File: src/rtl/rtc_pkg.sv
package rtc_pkg;

    localparam int CNT_W      = 32;
    localparam int NARROW_W   = 16;
    localparam int ADDR_W     = 4;
    localparam int CMP_NARROW = 6;
    localparam int CMP_WIDE   = 4;

    // register addresses
    localparam logic [ADDR_W-1:0] A_CTRL   = 4'd0;
    localparam logic [ADDR_W-1:0] A_COUNT  = 4'd1;
    localparam logic [ADDR_W-1:0] A_PERIOD = 4'd2;
    localparam logic [ADDR_W-1:0] A_FLAGS  = 4'd3;
    localparam logic [ADDR_W-1:0] A_EVEN   = 4'd4;
    localparam logic [ADDR_W-1:0] A_CMP0   = 4'd8;

    // control bit positions
    localparam int CTRL_RUN  = 0;
    localparam int CTRL_WIDE = 1;
    localparam int CTRL_CLR  = 2;

endpackage

File: src/rtl/rtc_count_step.sv
// Next-count computation for one tick: wrap at period (narrow),
// wrap at all-ones or restart on compare 0 (wide).
module rtc_count_step #(
    parameter int W  = 32,
    parameter int NW = 16
) (
    input  logic [W-1:0]  cnt_i,
    input  logic [NW-1:0] period_i,
    input  logic          wide_i,
    input  logic          clr_en_i,
    input  logic [W-1:0]  cmp0_i,
    output logic [W-1:0]  nxt_o,
    output logic          wrap_o
);

    localparam logic [NW-1:0] NARROW_MAX = '1;

    logic [NW-1:0] low;

    always_comb begin
        low    = cnt_i[NW-1:0];
        nxt_o  = cnt_i + W'(1);
        wrap_o = 1'b0;
        if (wide_i) begin
            if (clr_en_i && (cnt_i == cmp0_i)) begin
                nxt_o = '0;
            end else if (cnt_i == '1) begin
                nxt_o  = '0;
                wrap_o = 1'b1;
            end
        end else begin
            if ((low == period_i) || (low == NARROW_MAX)) begin
                nxt_o  = '0;
                wrap_o = 1'b1;
            end else begin
                nxt_o = W'(low + NW'(1));
            end
        end
    end

endmodule

File: src/rtl/rtc_cmp_bank.sv
// Compare registers and per-channel match detection on the next count.
module rtc_cmp_bank #(
    parameter int W     = 32,
    parameter int NW    = 16,
    parameter int N     = 6,
    parameter int NWIDE = 4,
    parameter int AW    = 4,
    parameter int BASE  = 8
) (
    input  logic          clk,
    input  logic          rst_n,
    input  logic          wr_en_i,
    input  logic [AW-1:0] wr_addr_i,
    input  logic [W-1:0]  wr_data_i,
    input  logic          step_i,
    input  logic          wide_i,
    input  logic [W-1:0]  nxt_i,
    input  logic [AW-1:0] rd_addr_i,
    output logic [W-1:0]  rd_val_o,
    output logic [W-1:0]  cmp0_o,
    output logic [N-1:0]  hit_o
);

    logic [W-1:0] cmp_d [N];
    logic [W-1:0] cmp_q [N];

    for (genvar i = 0; i < N; i++) begin : g_ch
        localparam logic [AW-1:0] MY_ADDR   = AW'(BASE + i);
        localparam bit            WIDE_LIVE = (i < NWIDE);

        logic active;
        logic equal;

        always_comb begin
            cmp_d[i] = cmp_q[i];
            if (wr_en_i && (wr_addr_i == MY_ADDR)) begin
                cmp_d[i] = wr_data_i;
            end
            active   = WIDE_LIVE ? 1'b1 : !wide_i;
            equal    = wide_i ? (nxt_i == cmp_q[i])
                              : (nxt_i[NW-1:0] == cmp_q[i][NW-1:0]);
            hit_o[i] = step_i && active && equal;
        end

        always_ff @(posedge clk or negedge rst_n) begin
            if (!rst_n) cmp_q[i] <= '0;
            else        cmp_q[i] <= cmp_d[i];
        end
    end

    always_comb begin
        rd_val_o = '0;
        for (int k = 0; k < N; k++) begin
            if (rd_addr_i == AW'(BASE + k)) rd_val_o = cmp_q[k];
        end
    end

    assign cmp0_o = cmp_q[0];

endmodule

File: src/rtl/rtc_dual_counter.sv
module rtc_dual_counter
    import rtc_pkg::*;
#(
    parameter int C_W  = CNT_W,
    parameter int N_W  = NARROW_W,
    parameter int N_CH = CMP_NARROW,
    parameter int N_CW = CMP_WIDE,
    parameter int AW   = ADDR_W
) (
    input  logic            clk,
    input  logic            rst_n,
    input  logic            tick_i,
    input  logic            wr_en_i,
    input  logic [AW-1:0]   wr_addr_i,
    input  logic [C_W-1:0]  wr_data_i,
    input  logic [AW-1:0]   rd_addr_i,
    output logic [C_W-1:0]  rd_data_o,
    output logic            ovf_evt_o,
    output logic [N_CH-1:0] cmp_evt_o
);

    localparam int NF = N_CH + 1;

    typedef struct packed {
        logic [C_W-1:0] count;
        logic [N_W-1:0] period;
        logic           run;
        logic           wide;
        logic           clr;
        logic [NF-1:0]  flags;
        logic [NF-1:0]  evt_en;
        logic [NF-1:0]  evt;
    } state_t;

    state_t s_d, s_q;

    logic            cnt_wr;
    logic            s_step;
    logic [C_W-1:0]  nxt;
    logic            wrap;
    logic [C_W-1:0]  cmp0;
    logic [C_W-1:0]  cmp_rd;
    logic [N_CH-1:0] cmp_hit;
    logic [NF-1:0]   ev;
    logic [NF-1:0]   clr_mask;

    assign cnt_wr = wr_en_i && (wr_addr_i == A_COUNT);
    assign s_step = tick_i && s_q.run && !cnt_wr;

    rtc_count_step #(.W(C_W), .NW(N_W)) u_step (
        .cnt_i    (s_q.count),
        .period_i (s_q.period),
        .wide_i   (s_q.wide),
        .clr_en_i (s_q.clr),
        .cmp0_i   (cmp0),
        .nxt_o    (nxt),
        .wrap_o   (wrap)
    );

    rtc_cmp_bank #(
        .W(C_W), .NW(N_W), .N(N_CH), .NWIDE(N_CW), .AW(AW), .BASE(int'(A_CMP0))
    ) u_cmp (
        .clk       (clk),
        .rst_n     (rst_n),
        .wr_en_i   (wr_en_i),
        .wr_addr_i (wr_addr_i),
        .wr_data_i (wr_data_i),
        .step_i    (s_step),
        .wide_i    (s_q.wide),
        .nxt_i     (nxt),
        .rd_addr_i (rd_addr_i),
        .rd_val_o  (cmp_rd),
        .cmp0_o    (cmp0),
        .hit_o     (cmp_hit)
    );

    always_comb begin
        s_d      = s_q;
        ev       = {cmp_hit, wrap && s_step};
        clr_mask = '0;
        if (s_step) s_d.count = nxt;
        if (wr_en_i) begin
            case (wr_addr_i)
                A_CTRL: begin
                    s_d.run = wr_data_i[CTRL_RUN];
                    if (!s_q.run) begin
                        s_d.wide = wr_data_i[CTRL_WIDE];
                        s_d.clr  = wr_data_i[CTRL_CLR];
                    end
                end
                A_COUNT:  s_d.count  = s_q.wide ? wr_data_i : C_W'(wr_data_i[N_W-1:0]);
                A_PERIOD: s_d.period = wr_data_i[N_W-1:0];
                A_FLAGS:  clr_mask   = wr_data_i[NF-1:0];
                A_EVEN:   if (!s_q.run) s_d.evt_en = wr_data_i[NF-1:0];
                default: ;
            endcase
        end
        s_d.flags = (s_q.flags & ~clr_mask) | ev;
        s_d.evt   = ev & s_q.evt_en;
    end

    always_ff @(posedge clk or negedge rst_n) begin
        if (!rst_n) begin
            s_q        <= '0;
            s_q.wide   <= 1'b1;
            s_q.period <= '1;
        end else begin
            s_q <= s_d;
        end
    end

    always_comb begin
        case (rd_addr_i)
            A_CTRL:   rd_data_o = C_W'({s_q.clr, s_q.wide, s_q.run});
            A_COUNT:  rd_data_o = s_q.count;
            A_PERIOD: rd_data_o = C_W'(s_q.period);
            A_FLAGS:  rd_data_o = C_W'(s_q.flags);
            A_EVEN:   rd_data_o = C_W'(s_q.evt_en);
            default:  rd_data_o = cmp_rd;
        endcase
    end

    assign ovf_evt_o = s_q.evt[0];
    assign cmp_evt_o = s_q.evt[NF-1:1];

    assert_narrow_wrap_R1: assert property (@(posedge clk) disable iff (!rst_n)
        (s_step && !s_q.wide && s_q.count[N_W-1:0] == s_q.period)
        |=> (s_q.count == '0 && s_q.flags[0]));

    assert_wide_wrap_R2: assert property (@(posedge clk) disable iff (!rst_n)
        (s_step && s_q.wide && s_q.count == '1 && !(s_q.clr && s_q.count == cmp0))
        |=> (s_q.count == '0 && s_q.flags[0]));

    assert_upper_silent_R3: assert property (@(posedge clk) disable iff (!rst_n)
        s_q.wide |-> (cmp_hit[N_CH-1:N_CW] == '0));

    assert_clear_match_R4: assert property (@(posedge clk) disable iff (!rst_n)
        (s_step && s_q.wide && s_q.clr && s_q.count == cmp0)
        |=> (s_q.count == '0 && !ovf_evt_o));

    assert_evt_gated_R7: assert property (@(posedge clk) disable iff (!rst_n)
        (|s_q.evt) |-> (((s_q.evt & ~s_q.evt_en) == '0) && ((s_q.evt & ~s_q.flags) == '0)));

    assert_cfg_locked_R9: assert property (@(posedge clk) disable iff (!rst_n)
        (s_q.run && $past(s_q.run))
        |-> ($stable(s_q.wide) && $stable(s_q.clr) && $stable(s_q.evt_en)));

    assert_count_hold_R10: assert property (@(posedge clk) disable iff (!rst_n)
        (!s_step && !cnt_wr) |=> $stable(s_q.count));

endmodule

File: config.mk
export PLATFORM = sky130hd
export DESIGN_NAME = rtc_dual_counter
export DESIGN_NICKNAME = d
export VERILOG_FILES = /design/src/rtl/rtc_pkg.sv /design/src/rtl/rtc_count_step.sv /design/src/rtl/rtc_cmp_bank.sv /design/src/rtl/rtc_dual_counter.sv
export SDC_FILE = /design/constraint.sdc
export NUM_CORES = 1
export LEC_CHECK = 0
export BUFFER_PORTS_ARGS = -buffer_cell sky130_fd_sc_hd__buf_2
export CAP_MARGIN = 20
export CORE_MARGIN = 3
export CORE_UTILIZATION = 55
export DETAILED_ROUTE_END_ITERATION = 12
export HOLD_SLACK_MARGIN = 0.06
export PLACE_DENSITY = 0.77
export SETUP_SLACK_MARGIN = 0.15
export SYNTH_ARGS = -nofsm -noshare
export SYNTH_HDL_FRONTEND = slang
export SYNTH_SLANG_ARGS = --single-unit
File: constraint.sdc
create_clock -name clk -period 4.3 [get_ports clk]
set_input_delay 0.43 -clock clk [delete_from_list [all_inputs] [get_ports clk]]
set_output_delay 0.43 -clock clk [all_outputs]
set_load 0.005 [all_outputs]
==> reports/qor.csv <==
stage,metric,value,unit
status,status,finished clean,
global_route,antenna_found_initial,1,
synthesis,synthesis.area,0.0174,mm2
timing,setup_ws,272,ps
place,port_buffers,82,
synthesis,yosysTopAreaCell,dfrtp_1,
critical_path,critPathKind,reg2reg,
timing,setup_viol,0,
synthesis,syn_inst,1767,
critical_path,path_cells,"ha_1, and3_1, nand3_1, o41ai_4, buf_4, or2_4, o21ai_0, a221oi_2, a41oi_2, o21ai_0",
timing,slew_headroom,15.9,%
cts,cts_htree_levels,1,
floorplan,die_area,0.0337,mm2
timing,layout_min_cycle_time,4030,ps
critical_path,path_max_fanout,21,
final_layout,fill_cells,2558,
place,placed_cells,2177,
critical_path,r2r_slack,270,ps
critical_path,critPathBufInv,1,
floorplan,io_pins,83,
critical_path,r2r_end,s_q[16],
floorplan,rows,64,
synthesis,synth_area_per_cell,9.83,um2
synthesis,synth_edf_count,0,
cts,cts-root-buf,clkbuf_16,
timing,slew_viol_final,0,
floorplan,die_w,184,um
synthesis,netlist-cell-type-count,94,
timing,setup_tns,0,ps
place,dp_slack,67.3,ps
min_path,min-delay-start,wr_data_i[14],
critical_path,reg2regPathDepth,10,
final_layout,utilization,63.1,%
synthesis,syn_nets,1812,
final_layout,final_layout_size_suffix_gt1_share,27.3,%
cts,clk_latency,590,ps
floorplan,start_util,56.3,%
detailed_routing,wl_per_cell,31.8,um
cts,cts.sinks,264,
synthesis,yosysWarnings,0,
global_route,grt_max_degree,118,
global_route,gr-total-overflow,0,
power,leakage,7.83,nW
timing,hold_violations,0,
critical_path,max_stage_delay,530,ps
synthesis,synthTopCellsByArea,"dfrtp_1 36%, mux2_2 14%, xnor2_1 4.7%, nand2_1 3.0%, a222oi_1 3.0%",
timing,whs,165,ps
critical_path,cp_top_family,compound AO/OA/AOI/OAI gates,
critical_path,slowest_stage,dfrtp_1,
synthesis,synth_seq_cells,264,
min_path,hold_path_class,in2reg,
critical_path,cp.arrival,4510,ps
critical_path,cp.required,4780,ps
global_route,groute.usage.overall,41.5,%
final_layout,nNetsFinal,1862,
detailed_routing,finalWirelength,71200,um
min_path,hold_end,s_q[54],
synthesis,ys_top_cells_by_count,"247 x dfrtp_1, 217 x mux2_2, 139 x nand2_1, 98 x nor2_1, 94 x xnor2_1",
synthesis,synthFlopType,dfrtp_1,
critical_path,r2r_start,s_q[41],
detailed_routing,first_iter_violations,2509,
timing,fin_crit_sh,93.7,%
critical_path,worst_setup_path_end_kind,flop,
place,gp_congestion,1.05,
power,peakVddDrop,0.000375,V
detailed_routing,drc_errors,0,
timing,worst-slew-pin-transition,1260,ps
synthesis,synth_top_area_share,35.6,%
floorplan,core,0.0308,mm2
detailed_routing,ant_nets,0,
global_route,grt_pass1_wl,105000,um
detailed_routing,vias_per_cell,7.37,
cts,path_clk_slew,60,ps
cts,cts_tree,yes,
cts,cts_made_buffers,31,
power,p_per_area,579,mW/mm2
detailed_routing,firstDrtPassIters,8,
timing,max_freq,248,MHz
synthesis,seq_area_frac_synth,38.2,%
floorplan,die_y,184,um
timing,rsz0062_at_grt,false,
detailed_routing,via_count,16491,
synthesis,synth.most_common_cell,dfrtp_1,
global_route,grt_pass1_vias,15830,
final_layout,synthToLayoutAreaGrowth,12.0,%
cts,clock_path_buffers,3,
final_layout,fin_cells,2238,
job,drv_cap,0,
critical_path,cp_common_cell,o21ai_0,
place,hpwlAfterDp,51500,um
synthesis,synthArstFlopShare,100,%
critical_path,start_kind,flop,
timing,finClkSkew,24.5,ps
min_path,holdPathStages,3,
power by group:
part	internal, W	switching, W	total (W)	leakage [nW]
sequential	0.00308	0.00113	0.00422	3.26
clock	0.00165	0.00111	0.00276	0.522
combinational	0.00187	0.00242	0.00428	4.05
total	0.00660	0.00466	0.0113	7.83
flip-flops by register name, summed over array words and instances (netlist names):
register and cells:
u_cmp.cmp_q 160, s_q 65, u_cmp.cmp0_o 32, cmp_evt_o 6
ovf_evt_o 1
metal layers:
layer  wire length [um]  global-route usage [%]
met5                  0                       0
met4               3840                    18.8
met3               8040                    10.5
met2              31600                    63.6
met1              27700                    55.9
final cells by class:
class | instances | area [um2] | area share, %
inverters | 25 | 93.8 | 0.483
clock inverters | 12 | 160 | 0.824
repair buffers | 164 | 1060 | 5.47
flip-flops and latches | 264 | 6630 | 34.1
clock buffers | 45 | 908 | 4.67
diodes | 1 | 2.50 | 0.0129
well taps | 396 | 495 | 2.55
multi-input cells | 1331 | 10100 | 51.9
cell families (layout without fill, tap and decap cells):
family,after synthesis,in the layout,share of synthesized area (%)
and+or+nand+nor,524,524,16.2
other,0,1,0
DFF,264,264,38.2
xor gates and xnor gates,132,132,8.14
muxes,224,224,14.5
AOI/OAI and AO/OA,450,450,18.7
buffers and inverters,172,246,4.32
adders and majority gates,1,1,0.0720
timing repair:
item	in CTS	in global routing
setup endpoints to repair	2	5
pin swaps	0	2
hold buffers	1	0
setup buffers	0	2
hold endpoints to repair	106	0
gates resized for setup	2	7
layout by cell type (no fill, tap or decap), types with 52 or more instances in the layout:
| cell | Yosys | final |
|---|---|---|
| dfrtp_1 | 247 | 247 |
| mux2_2 | 217 | 217 |
| nand2_1 | 139 | 138 |
| xnor2_1 | 94 | 94 |
| o21ai_0 | 91 | 91 |
| nor2_1 | 98 | 90 |
| a21oi_1 | 85 | 85 |
| buf_2 | 32 | 81 |
| buf_4 | 15 | 79 |
| nand3_1 | 58 | 58 |
| a222oi_1 | 52 | 52 |
worst register-to-register path, delay by kind of cell, from the launching register on:
family | cells | cell delay [ps]
DFF | 1 | 530
AOI/OAI and AO/OA | 5 | 1810
buffers and inverters | 1 | 290
adders and majority gates | 1 | 410
and+or+nand+nor | 3 | 890
worst max path at each step:
stage / slack (ps) / startpoint / to / depth (start not counted)
4_1_cts: 240 / s_q[41] / s_q[16] / 10
6_report: 270 / s_q[41] / s_q[16] / 10
2_1_floorplan: 1330 / s_q[40] / s_q[18] / 12
3_5_place_dp: 70 / u_cmp.cmp0_o[27] / s_q[16] / 9
3_3_place_gp: 110 / u_cmp.cmp0_o[27] / cmp_evt_o[1] / 9
5_1_grt: 180 / s_q[41] / cmp_evt_o[3] / 10
per-stage QoR:
step | cell area, um2 | power, W
after floorplan | 17400 | 0.00660
after global placement | 18300 | 0.00823
after detailed placement | 18300 | 0.00829
after CTS | 19400 | 0.0111
after global routing | 19400 | 0.0116
final | 19400 | 0.0113
Power figures use the tool's default switching activity.
